--- src/rtl/aclink_in_pkg.sv ---
package aclink_in_pkg;
    localparam int SLOT_W     = 20;
    localparam int HDR_W      = 16;
    localparam int NUM_SLOTS  = 12;
    localparam int SLOT_IDX_W = $clog2(NUM_SLOTS + 1);
    localparam int BIT_IDX_W  = $clog2(SLOT_W);

    typedef logic [SLOT_W-1:0]     slot_word_t;
    typedef logic [SLOT_IDX_W-1:0] slot_idx_t;
    typedef logic [BIT_IDX_W-1:0]  bit_idx_t;

    typedef struct packed {
        logic                 ready;
        logic [NUM_SLOTS-1:0] tags;   // tags[i] belongs to slot i+1
    } line_hdr_t;

    typedef struct packed {
        logic       vld;
        slot_idx_t  num;
        slot_word_t data;
        logic       clash;
    } merged_t;

    function automatic line_hdr_t decode_hdr(input logic [HDR_W-1:0] w);
        line_hdr_t h;
        h.ready = w[HDR_W-1];
        for (int i = 0; i < NUM_SLOTS; i++) begin
            h.tags[i] = w[HDR_W-2-i];
        end
        return h;
    endfunction

    function automatic merged_t pick_slot(input slot_idx_t num, input logic tag_p,
                                          input logic tag_s, input slot_word_t wp,
                                          input slot_word_t ws);
        merged_t r;
        r.vld   = tag_p | tag_s;
        r.num   = num;
        r.data  = tag_p ? wp : ws;
        r.clash = tag_p & tag_s;
        return r;
    endfunction
endpackage

--- src/rtl/aclink_frame_timer.sv ---
module aclink_frame_timer
    import aclink_in_pkg::*;
(
    input  logic      clk,
    input  logic      rst,
    input  logic      sync,
    output logic      sample_en,
    output logic      hdr_load,
    output logic      slot_last,
    output slot_idx_t slot_idx
);
    logic     sync_d;
    logic     active;
    logic     rise;
    bit_idx_t bit_idx;

    assign rise      = sync & ~sync_d;
    assign sample_en = active & ~rise;
    assign hdr_load  = sample_en && (slot_idx == '0) &&
                       (bit_idx == BIT_IDX_W'(HDR_W - 1));
    assign slot_last = sample_en && (slot_idx != '0) &&
                       (bit_idx == BIT_IDX_W'(SLOT_W - 1));

    always_ff @(posedge clk) begin
        if (rst) begin
            sync_d   <= 1'b0;
            active   <= 1'b0;
            bit_idx  <= '0;
            slot_idx <= '0;
        end else begin
            sync_d <= sync;
            if (rise) begin
                active   <= 1'b1;
                bit_idx  <= '0;
                slot_idx <= '0;
            end else if (sample_en) begin
                if (hdr_load) begin
                    slot_idx <= SLOT_IDX_W'(1);
                    bit_idx  <= '0;
                end else if (slot_last) begin
                    bit_idx <= '0;
                    if (slot_idx == SLOT_IDX_W'(NUM_SLOTS)) begin
                        active <= 1'b0;
                    end else begin
                        slot_idx <= slot_idx + SLOT_IDX_W'(1);
                    end
                end else begin
                    bit_idx <= bit_idx + BIT_IDX_W'(1);
                end
            end
        end
    end
endmodule

--- src/rtl/aclink_line_deser.sv ---
module aclink_line_deser
    import aclink_in_pkg::*;
(
    input  logic       clk,
    input  logic       rst,
    input  logic       sample_en,
    input  logic       hdr_load,
    input  logic       sdi,
    output slot_word_t word,
    output line_hdr_t  hdr
);
    logic [SLOT_W-2:0] sh;

    assign word = {sh, sdi};

    always_ff @(posedge clk) begin
        if (rst) begin
            sh  <= '0;
            hdr <= '0;
        end else begin
            if (sample_en) begin
                sh <= word[SLOT_W-2:0];
            end
            if (hdr_load) begin
                hdr <= decode_hdr(word[HDR_W-1:0]);
            end
        end
    end
endmodule

--- src/rtl/aclink_slot_merge.sv ---
module aclink_slot_merge
    import aclink_in_pkg::*;
(
    input  logic       clk,
    input  logic       rst,
    input  logic       slot_last,
    input  slot_idx_t  slot_idx,
    input  slot_word_t word_p,
    input  slot_word_t word_s,
    input  line_hdr_t  hdr_p,
    input  line_hdr_t  hdr_s,
    output merged_t    out_q,
    output logic       conflict_q
);
    slot_idx_t pos;
    merged_t   cand;

    assign pos  = slot_idx - SLOT_IDX_W'(1);
    assign cand = pick_slot(slot_idx, hdr_p.tags[pos], hdr_s.tags[pos], word_p, word_s);

    always_ff @(posedge clk) begin
        if (rst) begin
            out_q      <= '0;
            conflict_q <= 1'b0;
        end else begin
            if (slot_last) begin
                out_q      <= cand;
                conflict_q <= conflict_q | cand.clash;
            end else begin
                out_q.vld <= 1'b0;
            end
        end
    end
endmodule

--- src/rtl/aclink_in_merge.sv ---
module aclink_in_merge
    import aclink_in_pkg::*;
(
    input  logic              clk,
    input  logic              rst,
    input  logic              sync,
    input  logic              sdi_pri,
    input  logic              sdi_sec,
    output logic [SLOT_W-1:0] slot_data,
    output logic [SLOT_IDX_W-1:0] slot_num,
    output logic              slot_vld,
    output logic              ready_pri,
    output logic              ready_sec,
    output logic              conflict
);
    localparam int NUM_LINES = 2;

    logic       sample_en;
    logic       hdr_load;
    logic       slot_last;
    slot_idx_t  slot_idx;
    slot_word_t words [NUM_LINES];
    line_hdr_t  hdrs  [NUM_LINES];
    logic       sdis  [NUM_LINES];
    merged_t    out_q;

    assign sdis[0] = sdi_pri;
    assign sdis[1] = sdi_sec;

    aclink_frame_timer u_timer (
        .clk       (clk),
        .rst       (rst),
        .sync      (sync),
        .sample_en (sample_en),
        .hdr_load  (hdr_load),
        .slot_last (slot_last),
        .slot_idx  (slot_idx)
    );

    for (genvar g = 0; g < NUM_LINES; g++) begin : g_line
        aclink_line_deser u_deser (
            .clk       (clk),
            .rst       (rst),
            .sample_en (sample_en),
            .hdr_load  (hdr_load),
            .sdi       (sdis[g]),
            .word      (words[g]),
            .hdr       (hdrs[g])
        );
    end

    aclink_slot_merge u_merge (
        .clk        (clk),
        .rst        (rst),
        .slot_last  (slot_last),
        .slot_idx   (slot_idx),
        .word_p     (words[0]),
        .word_s     (words[1]),
        .hdr_p      (hdrs[0]),
        .hdr_s      (hdrs[1]),
        .out_q      (out_q),
        .conflict_q (conflict)
    );

    assign slot_data = out_q.data;
    assign slot_num  = out_q.num;
    assign slot_vld  = out_q.vld;
    assign ready_pri = hdrs[0].ready;
    assign ready_sec = hdrs[1].ready;
endmodule

--- config.mk ---
export PLATFORM = sky130hd
export DESIGN_NAME = aclink_in_merge
export DESIGN_NICKNAME = d
export VERILOG_FILES = /design/src/rtl/aclink_in_pkg.sv /design/src/rtl/aclink_frame_timer.sv /design/src/rtl/aclink_line_deser.sv /design/src/rtl/aclink_slot_merge.sv /design/src/rtl/aclink_in_merge.sv
export SDC_FILE = /design/constraint.sdc
export NUM_CORES = 1
export LEC_CHECK = 0
export ABC_AREA = 1
export BUFFER_PORTS_ARGS = -buffer_cell sky130_fd_sc_hd__clkbuf_2
export CAP_MARGIN = 20
export CORE_ASPECT_RATIO = 2
export CORE_MARGIN = 2
export CORE_UTILIZATION = 45
export DETAILED_ROUTE_END_ITERATION = 10
export PLACE_DENSITY = 0.73
export SETUP_SLACK_MARGIN = 0.5
export SYNTH_ARGS = -nofsm -noshare
export SYNTH_HDL_FRONTEND = slang
export SYNTH_SLANG_ARGS = --single-unit
--- constraint.sdc ---
create_clock -name clk -period 2.2 [get_ports clk]
set_input_delay 0.55 -clock clk [delete_from_list [all_inputs] [get_ports clk]]
set_output_delay 0.55 -clock clk [all_outputs]
set_load 0.02 [all_outputs]
# Word-level counts from Yosys, hierarchy flattened

Cells that the tools add are included.

Word-level logic and storage cells: 60
Register bits: 101
Output and inout port bits: 28

$add $sub $neg: 3
Equality and inequality tests: 5
Muxes and demuxes: 15
Magnitude comparators: 1
Bitwise gates (word level): 8
Reductions and logical operators: 14

Operators with widths:

| kind                                                       | number |
|---|---|
| two-way mux 20 bit                                         | 1 |
| two-way mux 4 bit                                          | 3 |
| two-way mux 5 bit                                          | 2 |
| binary-select mux 1 bit (select 4 bit)                     | 2 |
| nonzero test 2 bit                                         | 4 |
| two-way mux 1 bit                                          | 7 |
| adder 5 x 1 -> 5 bit, second input constant                | 1 |
| equality test 5 x 4 -> 1 bit, second input constant        | 1 |
| equality test 5 bit, second input constant                 | 1 |
| less-than comparator 4 x 5 -> 1 bit, second input constant | 1 |
| adder 4 x 1 -> 4 bit, second input constant                | 1 |
| equality test 4 bit, second input constant                 | 1 |
| logical AND 1 bit                                          | 4 |
| zero test 4 bit                                            | 1 |
| AND reduction 4 bit                                        | 1 |
| nonzero test 4 bit                                         | 1 |
| OR reduction 2 bit                                         | 2 |
| subtractor 4 x 1 -> 4 bit, second input constant           | 1 |
| AND 1 bit                                                  | 3 |
| inverter 1 bit                                             | 3 |
| AND reduction 3 bit                                        | 1 |
| != test 2 x 1 -> 1 bit, second input constant              | 1 |
| != test 2 bit, second input constant                       | 1 |
| bitwise OR 1 bit                                           | 2 |

# Logic depth before layout (Yosys ltp)

Gate-level depths: netlist of run 1.

Depth in word-level cells: 10
Gate-level depth with buffers: 15
Depth with buffers taken out: 11

# Modules after synthesis

From an unflattened synthesis of run 1, not the netlist that was laid out.

Cells, all modules: 740
Area, all modules: 4962.3 µm²

Modules (own cells, without submodules):

| module             | cells an instance | area an instance (µm²) | times used | sequential area each (µm²) |
|---|---|---|---|---|
| aclink_line_deser  | 191               | 1350.0                 | 2          | 640.6 |
| aclink_slot_merge  | 273               | 1655.3                 | 1          | 540.5 |
| aclink_frame_timer | 85                | 606.8                  | 1          | 220.2 |

# Least setup slack after synthesis of run 1

Ideal clock, no wire load.

Path kind: register -> register
Start: register u_timer.slot_idx[0]
End: register u_merge.out_q[8] (netlist name)
Setup slack: 0.214 ns
Stages on the path, launching flop included: 15
Arrival: 1.877 ns
Path buffers: 4
Path through: dfxtp_1 -> buf_6 -> inv_6 -> buf_6 -> ha_1 -> clkbuf_2 -> inv_1 -> nand3_1 -> o21ai_2 -> nand3_4 -> buf_2 -> nand3_1 -> nand3_1 -> nand2_1 -> inv_1

Longest elaborated chain between the ends: 4
Elaborated cells on any way between the ends: 7
Those cells by class: add/sub (1); mux (3); reduce/logical (3)

Ends and longest elaborated chain:

| item                                    | line                     | RTL |
|---|---|---|
| start, declared                         | aclink_frame_timer.sv:10 | `output slot_idx_t slot_idx` |
| start signal, assigned                  | aclink_frame_timer.sv:45 | `slot_idx <= slot_idx + SLOT_IDX_W'(1);` |
| subtractor 4 x 1 -> 4 bit               | aclink_slot_merge.sv:18  | `assign pos = slot_idx - SLOT_IDX_W'(1);` |
| binary-select mux 1 bit (select 4 bit)  | aclink_slot_merge.sv:19  | `assign cand = pick_slot(slot_idx, hdr_p.tags[pos], hdr_s.tags[pos], word_p, word_s);` |
| two-way mux 1 bit (implied by the code) | aclink_slot_merge.sv:19  |  |
| two-way mux 20 bit                      | aclink_in_pkg.sv:39      | `r.data = tag_p ? wp : ws;` |

Parallel ways exist; a longest one is shown, timed or not. The select of a mux whose other input is x is not followed.
A chain may end at the register's enable or synchronous reset.

# Final worst setup path of run 1

Start: register u_timer.slot_idx[1]
End: register u_merge.out_q[9] (netlist name)

Longest elaborated chain between the ends: 4
Elaborated cells on any way between the ends: 7
Those cells by class: add/sub (1); mux (3); reduce/logical (3)

Ends and longest elaborated chain:

| item                                    | line |
|---|---|
| subtractor 4 x 1 -> 4 bit               | aclink_slot_merge.sv:18 |
| binary-select mux 1 bit (select 4 bit)  | aclink_slot_merge.sv:19 |
| two-way mux 1 bit (implied by the code) | aclink_slot_merge.sv:19 |
| two-way mux 20 bit                      | aclink_in_pkg.sv:39 |

Parallel ways exist; a longest one is shown, timed or not. The select of a mux whose other input is x is not followed.

==> run_summary.xml, run 1 <==
<?xml version="1.0" encoding="UTF-8"?>
<metrics>
  <group name="die">
    <metric name="fp.dieArea" unit="um^2">10700</metric>
    <metric name="io_pins" unit="">33</metric>
    <metric name="num_rows" unit="">51</metric>
    <metric name="initial_core_util" unit="%">45.9</metric>
    <metric name="die_boundary_width" unit="um">74.1</metric>
    <metric name="die_y" unit="um">144</metric>
    <metric name="design.core.area" unit="um^2">9640</metric>
  </group>
  <group name="power_and_ir_drop">
    <metric name="cell_area_power_density" unit="nW/um^2">672</metric>
    <metric name="irDropWorstVdd" unit="uV">531</metric>
    <metric name="p_leak" unit="nW">2.18</metric>
  </group>
  <group name="grt">
    <metric name="grt_max_degree" unit="">44</metric>
    <metric name="use_met2" unit="%">37.0</metric>
    <metric name="globalRoute.busiestLayer" unit="">met2</metric>
    <metric name="gr_met3_demand_resource" unit="%">3.48</metric>
    <metric name="number_of_global_route_vias_before_repair" unit="">3752</metric>
    <metric name="globalRouteMet1Util" unit="%">23.4</metric>
    <metric name="wire_length_of_the_first_global_routing_pass" unit="um">17400</metric>
    <metric name="grt_remaining_overflow" unit="">0</metric>
    <metric name="groute.usage.overall" unit="%">21.1</metric>
    <metric name="number_of_antenna_violations_at_the_first_check_in_global_routing" unit="">0</metric>
  </group>
  <group name="synthesis">
    <metric name="yosysWarningCount" unit="">0</metric>
    <metric name="syn-cell-area" unit="um^2">4420</metric>
    <metric name="syn-num-nets" unit="">601</metric>
    <metric name="synth.ff_latch_count" unit="">101</metric>
    <metric name="cell_type_contributing_the_most_total_cell_area_after_synthesis" unit="">dfxtp_1</metric>
    <metric name="post_synth.cell_area_avg" unit="um^2">7.49</metric>
    <metric name="yosysUniqueCellTypes" unit="">34</metric>
    <metric name="synth_top_area_share" unit="%">45.7</metric>
    <metric name="main_area_contributors_after_synthesis" unit="">dfxtp_1, nor2_1, o21ai_0, a21oi_1, nand3_1</metric>
    <metric name="synth.yosys.seq_area_share" unit="%">45.7</metric>
    <metric name="post_synth_inst_count" unit="">591</metric>
  </group>
  <group name="timing">
    <metric name="setup-violations-final" unit="">0</metric>
    <metric name="setup_slack" unit="ns">0.442</metric>
    <metric name="tns_setup" unit="ns">0</metric>
    <metric name="timing.fmax" unit="MHz">569</metric>
    <metric name="timing.final.max_slew_violations" unit="">0</metric>
    <metric name="max_slew_margin" unit="%">72.9</metric>
    <metric name="layout_worst_path_cycle_share" unit="%">79.9</metric>
    <metric name="final_period_minus_worst_setup_slack" unit="ns">1.76</metric>
    <metric name="rsz_0062_raised_after_global_routing" unit="">true</metric>
    <metric name="worst_clock_skew" unit="ns">0.00934</metric>
    <metric name="timing.final.hold_violations" unit="">0</metric>
    <metric name="worstMarginPinSlew" unit="ns">0.406</metric>
  </group>
  <group name="route">
    <metric name="route.detailed.vias_per_inst" unit="">5.10</metric>
    <metric name="drt_drc_violations_left" unit="">0</metric>
    <metric name="detailedRoute.firstIterationViolations" unit="">197</metric>
    <metric name="detail_route.first_pass.iterations" unit="">5</metric>
    <metric name="detail-route-antenna-nets" unit="">0</metric>
    <metric name="avgRoutedWirePerCell" unit="um">14.0</metric>
    <metric name="via_count" unit="">3916</metric>
    <metric name="drt_wirelength" unit="um">10800</metric>
  </group>
  <group name="placed_design">
    <metric name="pre_cts_slack" unit="ns">0.191</metric>
    <metric name="gpl.final_weighted_congestion" unit="">0.812</metric>
    <metric name="place_inst" unit="">731</metric>
    <metric name="hpwlAfterDp" unit="um">7150</metric>
    <metric name="portBuffers" unit="">32</metric>
  </group>
  <group name="critical_path">
    <metric name="most_common_cell_on_crit_path" unit="">nand3_2</metric>
    <metric name="path_cells" unit="">inv_8 -&gt; ha_4 -&gt; buf_12 -&gt; nand3_1 -&gt; nand3_2 -&gt; nand3_4 -&gt; nand2_8 -&gt; buf_4 -&gt; nand2_2 -&gt; nand3_2 -&gt; nand2_1 -&gt; inv_1</metric>
    <metric name="worstPathMaxFanout" unit="">11</metric>
    <metric name="timing.critical_path.arrival" unit="ns">2.00</metric>
    <metric name="worst_setup_path_end_kind" unit="">flip-flop</metric>
    <metric name="worstPathBufferInverterCount" unit="">4</metric>
    <metric name="timing_worst_setup_path_type" unit="">reg2reg</metric>
    <metric name="timing.critical_path.required" unit="ns">2.44</metric>
    <metric name="critical_path_startpoint_category" unit="">flip-flop</metric>
    <metric name="top_delay_family_on_crit_path" unit="">simple AND/OR/NAND/NOR gates</metric>
    <metric name="worst_path_max_delay_cell" unit="">dfxtp_4</metric>
    <metric name="slowest_delay" unit="ns">0.38</metric>
  </group>
  <group name="final_layout">
    <metric name="final_net_count" unit="">641</metric>
    <metric name="diodes" unit="">0</metric>
    <metric name="final-instance-count-excl-fill" unit="">768</metric>
    <metric name="drive_above_1_share" unit="%">22.5</metric>
    <metric name="number_of_fill_cells_in_the_layout" unit="">864</metric>
    <metric name="areaGrowthSynthToFinish" unit="%">21.4</metric>
  </group>
  <group name="clock_network">
    <metric name="htree_num_levels" unit="">3</metric>
    <metric name="cts_inserted_buffers" unit="">9</metric>
    <metric name="clock_tree_from_tritoncts" unit="">done</metric>
    <metric name="cts.hold.buffers_added" unit="">0</metric>
    <metric name="worstSkewPairLatency" unit="ns">0.34</metric>
    <metric name="clk_pin_slew" unit="ns">0.07</metric>
    <metric name="clkSinkCount" unit="">101</metric>
    <metric name="clk_root_buffer_cell" unit="">clkbuf_16</metric>
    <metric name="clock_path_buffers" unit="">2</metric>
  </group>
  <group name="worst_hold_path">
    <metric name="hold_path_class" unit="">in2reg</metric>
  </group>
  <group name="run_status">
    <metric name="status" unit="">complete, no violations</metric>
  </group>
  <group name="job">
    <metric name="drv_cap" unit="">0</metric>
  </group>
</metrics>
[Yosys cell counts]
cell type,number
dfxtp_1,101
nor2_1,89
nand2_1,71
inv_1,65
o21ai_0,56
a21oi_1,54
nand3_1,54
clkbuf_1,14
a211oi_1,13
buf_2,12
nand2_2,9
ha_1,5
inv_2,5
xor2_1,5
a21oi_2,4
buf_1,4
buf_4,4
nand3_2,4
buf_6,3
nand3_4,2
nand4_1,2
nor2_2,2
o211ai_1,2
buf_12,1
clkbuf_2,1
inv_6,1
nand2_4,1
nand3b_1,1
nor3_2,1
o21ai_1,1
o21ai_2,1
o22ai_1,1
or2_2,1
xnor2_4,1
[placed cells by master, fill, tap and decap left out, drive strengths merged]
| master | n |
|---|---|
| ha | 5 |
| o211ai | 2 |
| inv | 70 |
| nand3b | 1 |
| clkbuf | 46 |
| buf | 35 |
| or2 | 1 |
| o22ai | 1 |
| nor2 | 91 |
| xor2 | 5 |
| clkinv | 2 |
| nand3 | 60 |
| a21oi | 58 |
| dfxtp | 101 |
| xnor2 | 1 |
| nand4 | 2 |
| a211oi | 13 |
| clkinvlp | 2 |
| o21ai | 58 |
| nor3 | 1 |
| nand2 | 81 |
[power by group]
group	leakage [nW]	internal, mW	switching, mW
combinational	1.23	0.0677	0.125
clock	0.132	0.828	0.663
sequential	0.822	1.88	0.0468
[per-stage QoR]
step                      utilization, %  instance area (um^2)  power [mW]  hold slack, ns
after floorplan                        -                  4490        2.10           0.424
after global placement              49.1                  4730        2.15           0.431
after detailed placement            49.1                  4730        2.16           0.435
after CTS                           54.5                  5250        3.63           0.408
after global routing                55.8                  5370        3.74           0.427
final                               55.8                  5370        3.61           0.418
[layer usage]
metal,wire length [um],up-vias
li1,-,1990
met2,5890,80
met5,0,-
met1,4120,1816
met3,315,30
met4,429,0
[final timing paths]
check	from	endpoint	slack [ns]	cells after the start
setup reg to reg	u_timer.slot_idx[1]$_SDFFE_PP0P_	u_merge.out_q[9]$_SDFFE_PP0P_	0.44	12
hold / removal	sync	u_timer.sync_d$_SDFF_PP0_	0.42	3
hold reg to reg	g_line[1].u_deser.hdr[9]$_SDFFE_PP0N_	g_line[1].u_deser.hdr[9]$_SDFFE_PP0N_	0.44	2
setup / recovery	u_timer.slot_idx[1]$_SDFFE_PP0P_	u_merge.out_q[9]$_SDFFE_PP0P_	0.44	12
[tightest hold or removal path: stages]
cell and delay (ns):
clkbuf_2 0.08, inv_2 0.05, nor2_1 0.03
[registers in the layout (all words and copies together), names as in the netlist]
register,count
u_merge.conflict_q,1
u_merge.out_q,25
u_timer.slot_idx,4
u_timer.active,1
g_line.u_deser.hdr,26
u_timer.bit_idx,5
u_timer.sync_d,1
g_line.u_deser.sh,38
[layout make-up]
type / count / area, um^2 / share of cell area [%]
clock buffer: 13 / 260 / 4.84
sequential: 101 / 2030 / 37.8
timing repair buffer: 68 / 554 / 10.3
tap: 132 / 165 / 3.07
clock inverter: 3 / 20.0 / 0.373
inverter: 71 / 292 / 5.43
multi-input combinational: 380 / 2050 / 38.1
[repair_timing]
action,CTS,global route
setup endpoints to repair,57,54
setup buffers,12,7
gates cloned,1,1
pin swaps,11,2
resized for setup,28,20
[cell families (layout without fill, tap and decap cells)]
logic type / Yosys count / after routing / share of synthesized area (%)
AND/OR/NAND/NOR: 237 / 237 / 24.0
adder cells (fa/ha/maj): 5 / 5 / 1.41
AO/OA/AOI/OAI: 132 / 132 / 16.2
XOR/XNOR: 6 / 6 / 1.61
buffers and inverters: 110 / 155 / 11.0
flip-flops: 101 / 101 / 45.7
(Power assumes the default switching activity.)
==> run 2, diff against run 1 <==
- clock period: 2.2 -> 1.8 ns (I/O delays scaled with it)
==> run 2 against run 1 <==
  * The flow now finishes with violations (setup timing)
  * Final area rose by 18%
  * Clock power grew 34%
  * Utilization increased by 9.9 points
  * Largest cell class unchanged
  * Largest power group unchanged
  * Fmax down 2.8%
==> run_summary.xml, run 2 (synthesis gave the netlist of run 1 again) <==
<?xml version="1.0" encoding="UTF-8"?>
<metrics>
  <group name="critical_path">
    <metric name="timing.critical_path.required" unit="ns">2.05</metric>
    <metric name="most_common_cell_on_crit_path" unit="">nand3_1</metric>
    <metric name="reg2reg_from" unit="">u_timer.slot_idx[0]$_SDFFE_PP0P_</metric>
    <metric name="timing.critical_path.arrival" unit="ns">2.06</metric>
    <metric name="path_cells" unit="">inv_6 -&gt; ha_4 -&gt; buf_4 -&gt; nand3_1 -&gt; nand3_2 -&gt; nand3_4 -&gt; buf_6 -&gt; nand3_1 -&gt; nand3_1 -&gt; nand2_1 -&gt; inv_1</metric>
    <metric name="critPathLaunch" unit="">u_timer.slot_idx[0]$_SDFFE_PP0P_</metric>
    <metric name="critical_path_startpoint_category" unit="">flip-flop</metric>
    <metric name="slowest_delay" unit="ns">0.37</metric>
    <metric name="worst_path_max_delay_cell" unit="">dfxtp_4</metric>
    <metric name="timing_worst_setup_path_type" unit="">reg2reg</metric>
    <metric name="worst_setup_path_end_kind" unit="">flip-flop</metric>
    <metric name="worstPathMaxFanout" unit="">13</metric>
  </group>
  <group name="grt">
    <metric name="grt_remaining_overflow" unit="">0</metric>
    <metric name="grt_max_degree" unit="">55</metric>
    <metric name="number_of_antenna_violations_at_the_first_check_in_global_routing" unit="">0</metric>
    <metric name="groute.usage.overall" unit="%">25.5</metric>
    <metric name="wire_length_of_the_first_global_routing_pass" unit="um">20500</metric>
    <metric name="number_of_global_route_vias_before_repair" unit="">4144</metric>
  </group>
  <group name="route">
    <metric name="detail-route-antenna-nets" unit="">0</metric>
    <metric name="avgRoutedWirePerCell" unit="um">17.9</metric>
    <metric name="route.detailed.vias_per_inst" unit="">5.57</metric>
    <metric name="drt_wirelength" unit="um">14100</metric>
    <metric name="detail_route.first_pass.iterations" unit="">5</metric>
    <metric name="drt_drc_violations_left" unit="">0</metric>
    <metric name="via_count" unit="">4384</metric>
    <metric name="detailedRoute.firstIterationViolations" unit="">392</metric>
  </group>
  <group name="timing">
    <metric name="max_slew_margin" unit="%">71.5</metric>
    <metric name="setup_slack" unit="ns">-0.00889</metric>
    <metric name="timing.fmax" unit="MHz">553</metric>
    <metric name="timing.final.max_slew_violations" unit="">0</metric>
    <metric name="setup-violations-final" unit="">2</metric>
    <metric name="layout_worst_path_cycle_share" unit="%">100</metric>
    <metric name="rsz_0062_raised_after_global_routing" unit="">true</metric>
    <metric name="worst_clock_skew" unit="ns">0.00688</metric>
    <metric name="timing.final.hold_violations" unit="">0</metric>
    <metric name="worstMarginPinSlew" unit="ns">0.426</metric>
    <metric name="final_period_minus_worst_setup_slack" unit="ns">1.81</metric>
  </group>
  <group name="final_layout">
    <metric name="top_flop_regs" unit="">g_line.u_deser.sh (38), g_line.u_deser.hdr (26), u_merge.out_q (25)</metric>
    <metric name="areaGrowthSynthToFinish" unit="%">42.9</metric>
    <metric name="final_net_count" unit="">660</metric>
    <metric name="leading_cell_type_in_the_layout_fill_and_taps_excluded" unit="">dfxtp_1</metric>
    <metric name="largest_reg_flops" unit="">38</metric>
    <metric name="drive_above_1_share" unit="%">38.2</metric>
    <metric name="sequential_cell_area_in_the_final_layout" unit="um^2">2050</metric>
    <metric name="diodes" unit="">0</metric>
    <metric name="largest-register" unit="">g_line.u_deser.sh</metric>
    <metric name="number_of_fill_cells_in_the_layout" unit="">691</metric>
    <metric name="multiInputGateArea" unit="um^2">2470</metric>
    <metric name="mostFrequentLayoutCells" unit="">dfxtp_1, nor2_1, inv_1, nand2_1, nand3_1</metric>
  </group>
  <group name="clock_network">
    <metric name="clk_pin_slew" unit="ns">0.07</metric>
    <metric name="clock_path_buffers" unit="">2</metric>
    <metric name="clk_root_buffer_cell" unit="">clkbuf_16</metric>
    <metric name="cts_inserted_buffers" unit="">9</metric>
    <metric name="cts.hold.buffers_added" unit="">0</metric>
    <metric name="worstSkewPairLatency" unit="ns">0.35</metric>
    <metric name="clkSinkCount" unit="">101</metric>
    <metric name="htree_num_levels" unit="">3</metric>
    <metric name="clock_tree_from_tritoncts" unit="">done</metric>
  </group>
  <group name="power_and_ir_drop">
    <metric name="p_leak" unit="nW">2.50</metric>
    <metric name="cell_area_power_density" unit="nW/um^2">741</metric>
    <metric name="irDropWorstVdd" unit="uV">647</metric>
    <metric name="design_power_total" unit="mW">4.68</metric>
  </group>
  <group name="die">
    <metric name="num_rows" unit="">51</metric>
    <metric name="die_y" unit="um">144</metric>
    <metric name="die_boundary_width" unit="um">74.1</metric>
    <metric name="io_pins" unit="">33</metric>
    <metric name="fp.dieArea" unit="um^2">10700</metric>
    <metric name="design.core.area" unit="um^2">9640</metric>
    <metric name="initial_core_util" unit="%">45.9</metric>
  </group>
  <group name="placed_design">
    <metric name="pre_cts_slack" unit="ns">-0.00879</metric>
    <metric name="hpwlAfterDp" unit="um">7100</metric>
    <metric name="portBuffers" unit="">32</metric>
    <metric name="gpl.final_weighted_congestion" unit="">0.847</metric>
  </group>
  <group name="run_status">
    <metric name="failed_checks" unit="">setup timing</metric>
    <metric name="status" unit="">finished, violations left</metric>
  </group>
  <group name="worst_hold_path">
    <metric name="hold_path_class" unit="">in2reg</metric>
    <metric name="hold_start" unit="">sync</metric>
  </group>
  <group name="job">
    <metric name="drv_cap" unit="">0</metric>
  </group>
</metrics>
[run 2: timing repair]
action	in CTS	in global routing
setup buffers	18	5
setup endpoints to repair	73	110
gates cloned	12	1
gates resized for setup	116	82
pin swaps	37	22
[run 2: report_power, final]
| part | leakage, nW | internal [mW] | switching [mW] |
|---|---|---|---|
| Combinational | 1.52 | 0.115 | 0.197 |
| Clock | 0.150 | 1.16 | 0.841 |
| Sequential | 0.829 | 2.30 | 0.0736 |
[run 2: final timing paths]
path	endpoint	slack, ns	cells after the start
min reg2reg	g_line[1].u_deser.hdr[12]$_SDFFE_PP0N_	0.46	2
max reg2reg	u_merge.out_q[13]$_SDFFE_PP0P_	-0.009	11
min	u_timer.sync_d$_SDFF_PP0_	0.32	3
max	u_merge.out_q[13]$_SDFFE_PP0P_	-0.009	11
[run 2: per-layer routing]
metal | up-vias | global-route usage [%] | share of wire [%]
li1 | 2029 | - | -
met1 | 2116 | 28.3 | 36
met2 | 185 | 44.8 | 54
met3 | 54 | 3.55 | 4.7
met4 | 0 | 14.5 | 5.2
met5 | - | 0 | 0
[run 2: final cells by class]
class | instances | share of cell area [%]
Clock buffer | 13 | 4.12
Inverter | 71 | 4.49
Tap cell | 132 | 2.61
Timing Repair Buffer | 86 | 16.7
Multi-Input combinational cell | 381 | 39.0
Clock inverter | 3 | 0.693
Sequential cell | 101 | 32.4
[run 2: critical path, delay by kind of cell, from the launching register on]
family	cells	cell delay, ns
adder cells (fa/ha/maj)	1	0.32
AND/OR/NAND/NOR	6	0.64
buffers and inverters	4	0.40
flip-flops	1	0.37
[run 2: per-stage QoR]
step / instance area (um^2) / setup TNS (ns) / utilization [%] / hold slack, ns / std cells
6_report: 6320 / -0.0123 / 65.6 / 0.316 / 787
5_1_grt: 6320 / -0.794 / 65.6 / 0.317 / 787
4_1_cts: 6040 / 0 / 62.7 / 0.315 / 781
3_5_place_dp: 4870 / -0.0176 / 50.6 / 0.446 / 735
3_3_place_gp: 4870 / 0 / 50.6 / 0.437 / 735
2_1_floorplan: 4630 / -0.476 / - / 0.425 / 591
==> run 3, diff against run 2 <==
- SETUP_SLACK_MARGIN: 0.5 -> 0.02
==> run 3 against run 2 <==
  * The flow now finishes without violations
  * Routed wire length fell by 22%
  * Clock skew is 0.00066 ns lower
  * Non-clock buffer count is 29 lower
  * Die area unchanged
  * Worst hold slack improved by 0.0072 ns
  * Register-to-register slack better by 0.06 ns
  * Final area shrank 15%
  * Utilization fell by 10 points
  * Worst setup slack gained 0.065 ns
  * Sequential share of layout area up 5.5 points
  * Clock power is essentially flat
  * Largest cell class unchanged
==> run_summary.xml, run 3 (synthesis gave the netlist of run 1 again) <==
<?xml version="1.0" encoding="UTF-8"?>
<metrics>
  <group name="grt">
    <metric name="wire_length_of_the_first_global_routing_pass" unit="um">17100</metric>
    <metric name="grt_max_degree" unit="">53</metric>
    <metric name="grt_remaining_overflow" unit="">0</metric>
    <metric name="number_of_global_route_vias_before_repair" unit="">3686</metric>
    <metric name="groute.usage.overall" unit="%">20.8</metric>
    <metric name="number_of_antenna_violations_at_the_first_check_in_global_routing" unit="">0</metric>
  </group>
  <group name="clock_network">
    <metric name="cts.hold.buffers_added" unit="">0</metric>
    <metric name="clkSinkCount" unit="">101</metric>
    <metric name="htree_num_levels" unit="">3</metric>
    <metric name="cts_inserted_buffers" unit="">9</metric>
    <metric name="clk_root_buffer_cell" unit="">clkbuf_16</metric>
    <metric name="worstSkewPairLatency" unit="ns">0.34</metric>
    <metric name="clock_path_buffers" unit="">2</metric>
    <metric name="clk_pin_slew" unit="ns">0.07</metric>
    <metric name="clock_tree_from_tritoncts" unit="">done</metric>
  </group>
  <group name="critical_path">
    <metric name="timing_worst_setup_path_type" unit="">reg2reg</metric>
    <metric name="critical_path_startpoint_category" unit="">flip-flop</metric>
    <metric name="path_cells" unit="">inv_6 -&gt; ha_4 -&gt; o21ai_2 -&gt; o21ai_2 -&gt; nand3_4 -&gt; clkbuf_16 -&gt; nand3_2 -&gt; nand2_1 -&gt; nor2_1 -&gt; nor2_1</metric>
    <metric name="slowest_delay" unit="ns">0.37</metric>
    <metric name="worstPathMaxFanout" unit="">6</metric>
    <metric name="timing.critical_path.arrival" unit="ns">1.98</metric>
    <metric name="timing.critical_path.required" unit="ns">2.03</metric>
    <metric name="worst_setup_path_end_kind" unit="">flip-flop</metric>
    <metric name="worst_path_max_delay_cell" unit="">dfxtp_4</metric>
  </group>
  <group name="final_layout">
    <metric name="largest_reg_flops" unit="">38</metric>
    <metric name="leading_cell_type_in_the_layout_fill_and_taps_excluded" unit="">dfxtp_1</metric>
    <metric name="diodes" unit="">0</metric>
    <metric name="areaGrowthSynthToFinish" unit="%">21.0</metric>
    <metric name="top_flop_regs" unit="">g_line.u_deser.sh (38), g_line.u_deser.hdr (26), u_merge.out_q (25)</metric>
    <metric name="final-instance-count-excl-fill" unit="">755</metric>
    <metric name="largest-register" unit="">g_line.u_deser.sh</metric>
    <metric name="number_of_fill_cells_in_the_layout" unit="">867</metric>
    <metric name="mostFrequentLayoutCells" unit="">dfxtp_1, nor2_1, nand2_1, inv_1, o21ai_0</metric>
    <metric name="drive_above_1_share" unit="%">22.5</metric>
    <metric name="final_net_count" unit="">630</metric>
  </group>
  <group name="timing">
    <metric name="final_period_minus_worst_setup_slack" unit="ns">1.74</metric>
    <metric name="worst_clock_skew" unit="ns">0.00622</metric>
    <metric name="setup-violations-final" unit="">0</metric>
    <metric name="worstMarginPinSlew" unit="ns">0.403</metric>
    <metric name="layout_worst_path_cycle_share" unit="%">96.9</metric>
    <metric name="timing.final.max_slew_violations" unit="">0</metric>
    <metric name="hold_slack" unit="ns">0.323</metric>
    <metric name="timing.fmax" unit="MHz">573</metric>
    <metric name="timing.final.hold_violations" unit="">0</metric>
    <metric name="max_slew_margin" unit="%">73.1</metric>
    <metric name="rsz_0062_raised_after_global_routing" unit="">true</metric>
    <metric name="tns_setup" unit="ns">0</metric>
    <metric name="setup_slack" unit="ns">0.0558</metric>
  </group>
  <group name="power_and_ir_drop">
    <metric name="design_power_total" unit="mW">4.61</metric>
    <metric name="cell_area_power_density" unit="nW/um^2">860</metric>
    <metric name="p_leak" unit="nW">2.14</metric>
    <metric name="irDropWorstVdd" unit="uV">711</metric>
  </group>
  <group name="run_status">
    <metric name="status" unit="">complete, no violations</metric>
  </group>
  <group name="die">
    <metric name="fp.dieArea" unit="um^2">10700</metric>
    <metric name="io_pins" unit="">33</metric>
    <metric name="die_boundary_width" unit="um">74.1</metric>
    <metric name="die_y" unit="um">144</metric>
    <metric name="design.core.area" unit="um^2">9640</metric>
    <metric name="num_rows" unit="">51</metric>
    <metric name="initial_core_util" unit="%">45.9</metric>
  </group>
  <group name="placed_design">
    <metric name="pre_cts_slack" unit="ns">-0.00977</metric>
    <metric name="hpwlAfterDp" unit="um">7360</metric>
    <metric name="gpl.final_weighted_congestion" unit="">0.952</metric>
    <metric name="place_inst" unit="">735</metric>
    <metric name="portBuffers" unit="">32</metric>
  </group>
  <group name="route">
    <metric name="drt_wirelength" unit="um">11000</metric>
    <metric name="drt_drc_violations_left" unit="">0</metric>
    <metric name="detail_route.first_pass.iterations" unit="">4</metric>
    <metric name="avgRoutedWirePerCell" unit="um">14.5</metric>
    <metric name="via_count" unit="">3980</metric>
    <metric name="route.detailed.vias_per_inst" unit="">5.27</metric>
    <metric name="detail-route-antenna-nets" unit="">0</metric>
    <metric name="detailedRoute.firstIterationViolations" unit="">186</metric>
  </group>
  <group name="job">
    <metric name="drv_cap" unit="">0</metric>
  </group>
  <group name="worst_hold_path">
    <metric name="hold_path_class" unit="">in2reg</metric>
  </group>
</metrics>
[run 3: changes by cell type in the layout (fill, tap and decap cells not counted), moves of 15 or more]
| cell | previous run | this run |
|---|---|---|
| o21ai_0 | 29 | 54 |
| buf_4 | 35 | 15 |
| a21oi_2 | 32 | 5 |
| dfxtp_1 | 84 | 99 |
| o21ai_2 | 23 | 3 |
| a21oi_1 | 25 | 53 |
| clkbuf_2 | 5 | 32 |
[run 3: power breakdown]
part	internal (mW)	switching (mW)
sequential	2.30	0.0627
clock	1.20	0.798
combinational	0.0874	0.154
total	3.59	1.02
[run 3: metrics by stage]
stage | utilization [%] | area [um^2]
after floorplan | - | 4490
after global placement | 50.0 | 4810
after detailed placement | 50.0 | 4810
after CTS | 53.3 | 5130
after global routing | 55.6 | 5350
final | 55.6 | 5350
[run 3: worst max-delay path: cells and delay by family, from the launching register on]
kind / cells / cell delay [ns]
AO/OA/AOI/OAI: 2 / 0.23
adder cells (fa/ha/maj): 1 / 0.31
buffers and inverters: 2 / 0.26
flip-flops: 1 / 0.37
AND/OR/NAND/NOR: 5 / 0.46
[run 3: worst paths after layout]
kind                                               start  depth (start not counted)                                endpoint  slack [ns]
setup / recovery        u_timer.slot_idx[0]$_SDFFE_PP0P_                         10          u_merge.out_q[19]$_SDFFE_PP0P_        0.06
hold / removal                                      sync                          3               u_timer.sync_d$_SDFF_PP0_        0.32
setup reg to reg        u_timer.slot_idx[0]$_SDFFE_PP0P_                         10          u_merge.out_q[19]$_SDFFE_PP0P_        0.06
hold reg to reg   g_line[1].u_deser.hdr[12]$_SDFFE_PP0N_                          2  g_line[1].u_deser.hdr[12]$_SDFFE_PP0N_        0.44
[run 3: what timing repair did]
item                                    in CTS  in global routing
pin swaps                                    0                 18
buffers inserted                             0                  3
gates cloned                                 0                  3
endpoints found under the setup margin       2                 28
resized for setup                            2                 33
[run 3: metal layers]
metal	share of wire [%]	track usage (%)	routed length [um]	vias up
li1	-	-	-	1951
met1	36	22.3	3940	1891
met2	56	37.0	6140	102
met3	3.9	3.34	426	36
met4	4.3	12.2	474	0
met5	0	0	0	-
[run 3: final cells by class]
type / count / area (um^2) / area share, %
clock inverter: 4 / 75.1 / 1.40
clock buffer: 10 / 229 / 4.28
timing repair buffer: 57 / 474 / 8.86
inverter: 71 / 279 / 5.21
tap: 132 / 165 / 3.08
multi-input combinational: 380 / 2100 / 39.3
sequential: 101 / 2030 / 37.9
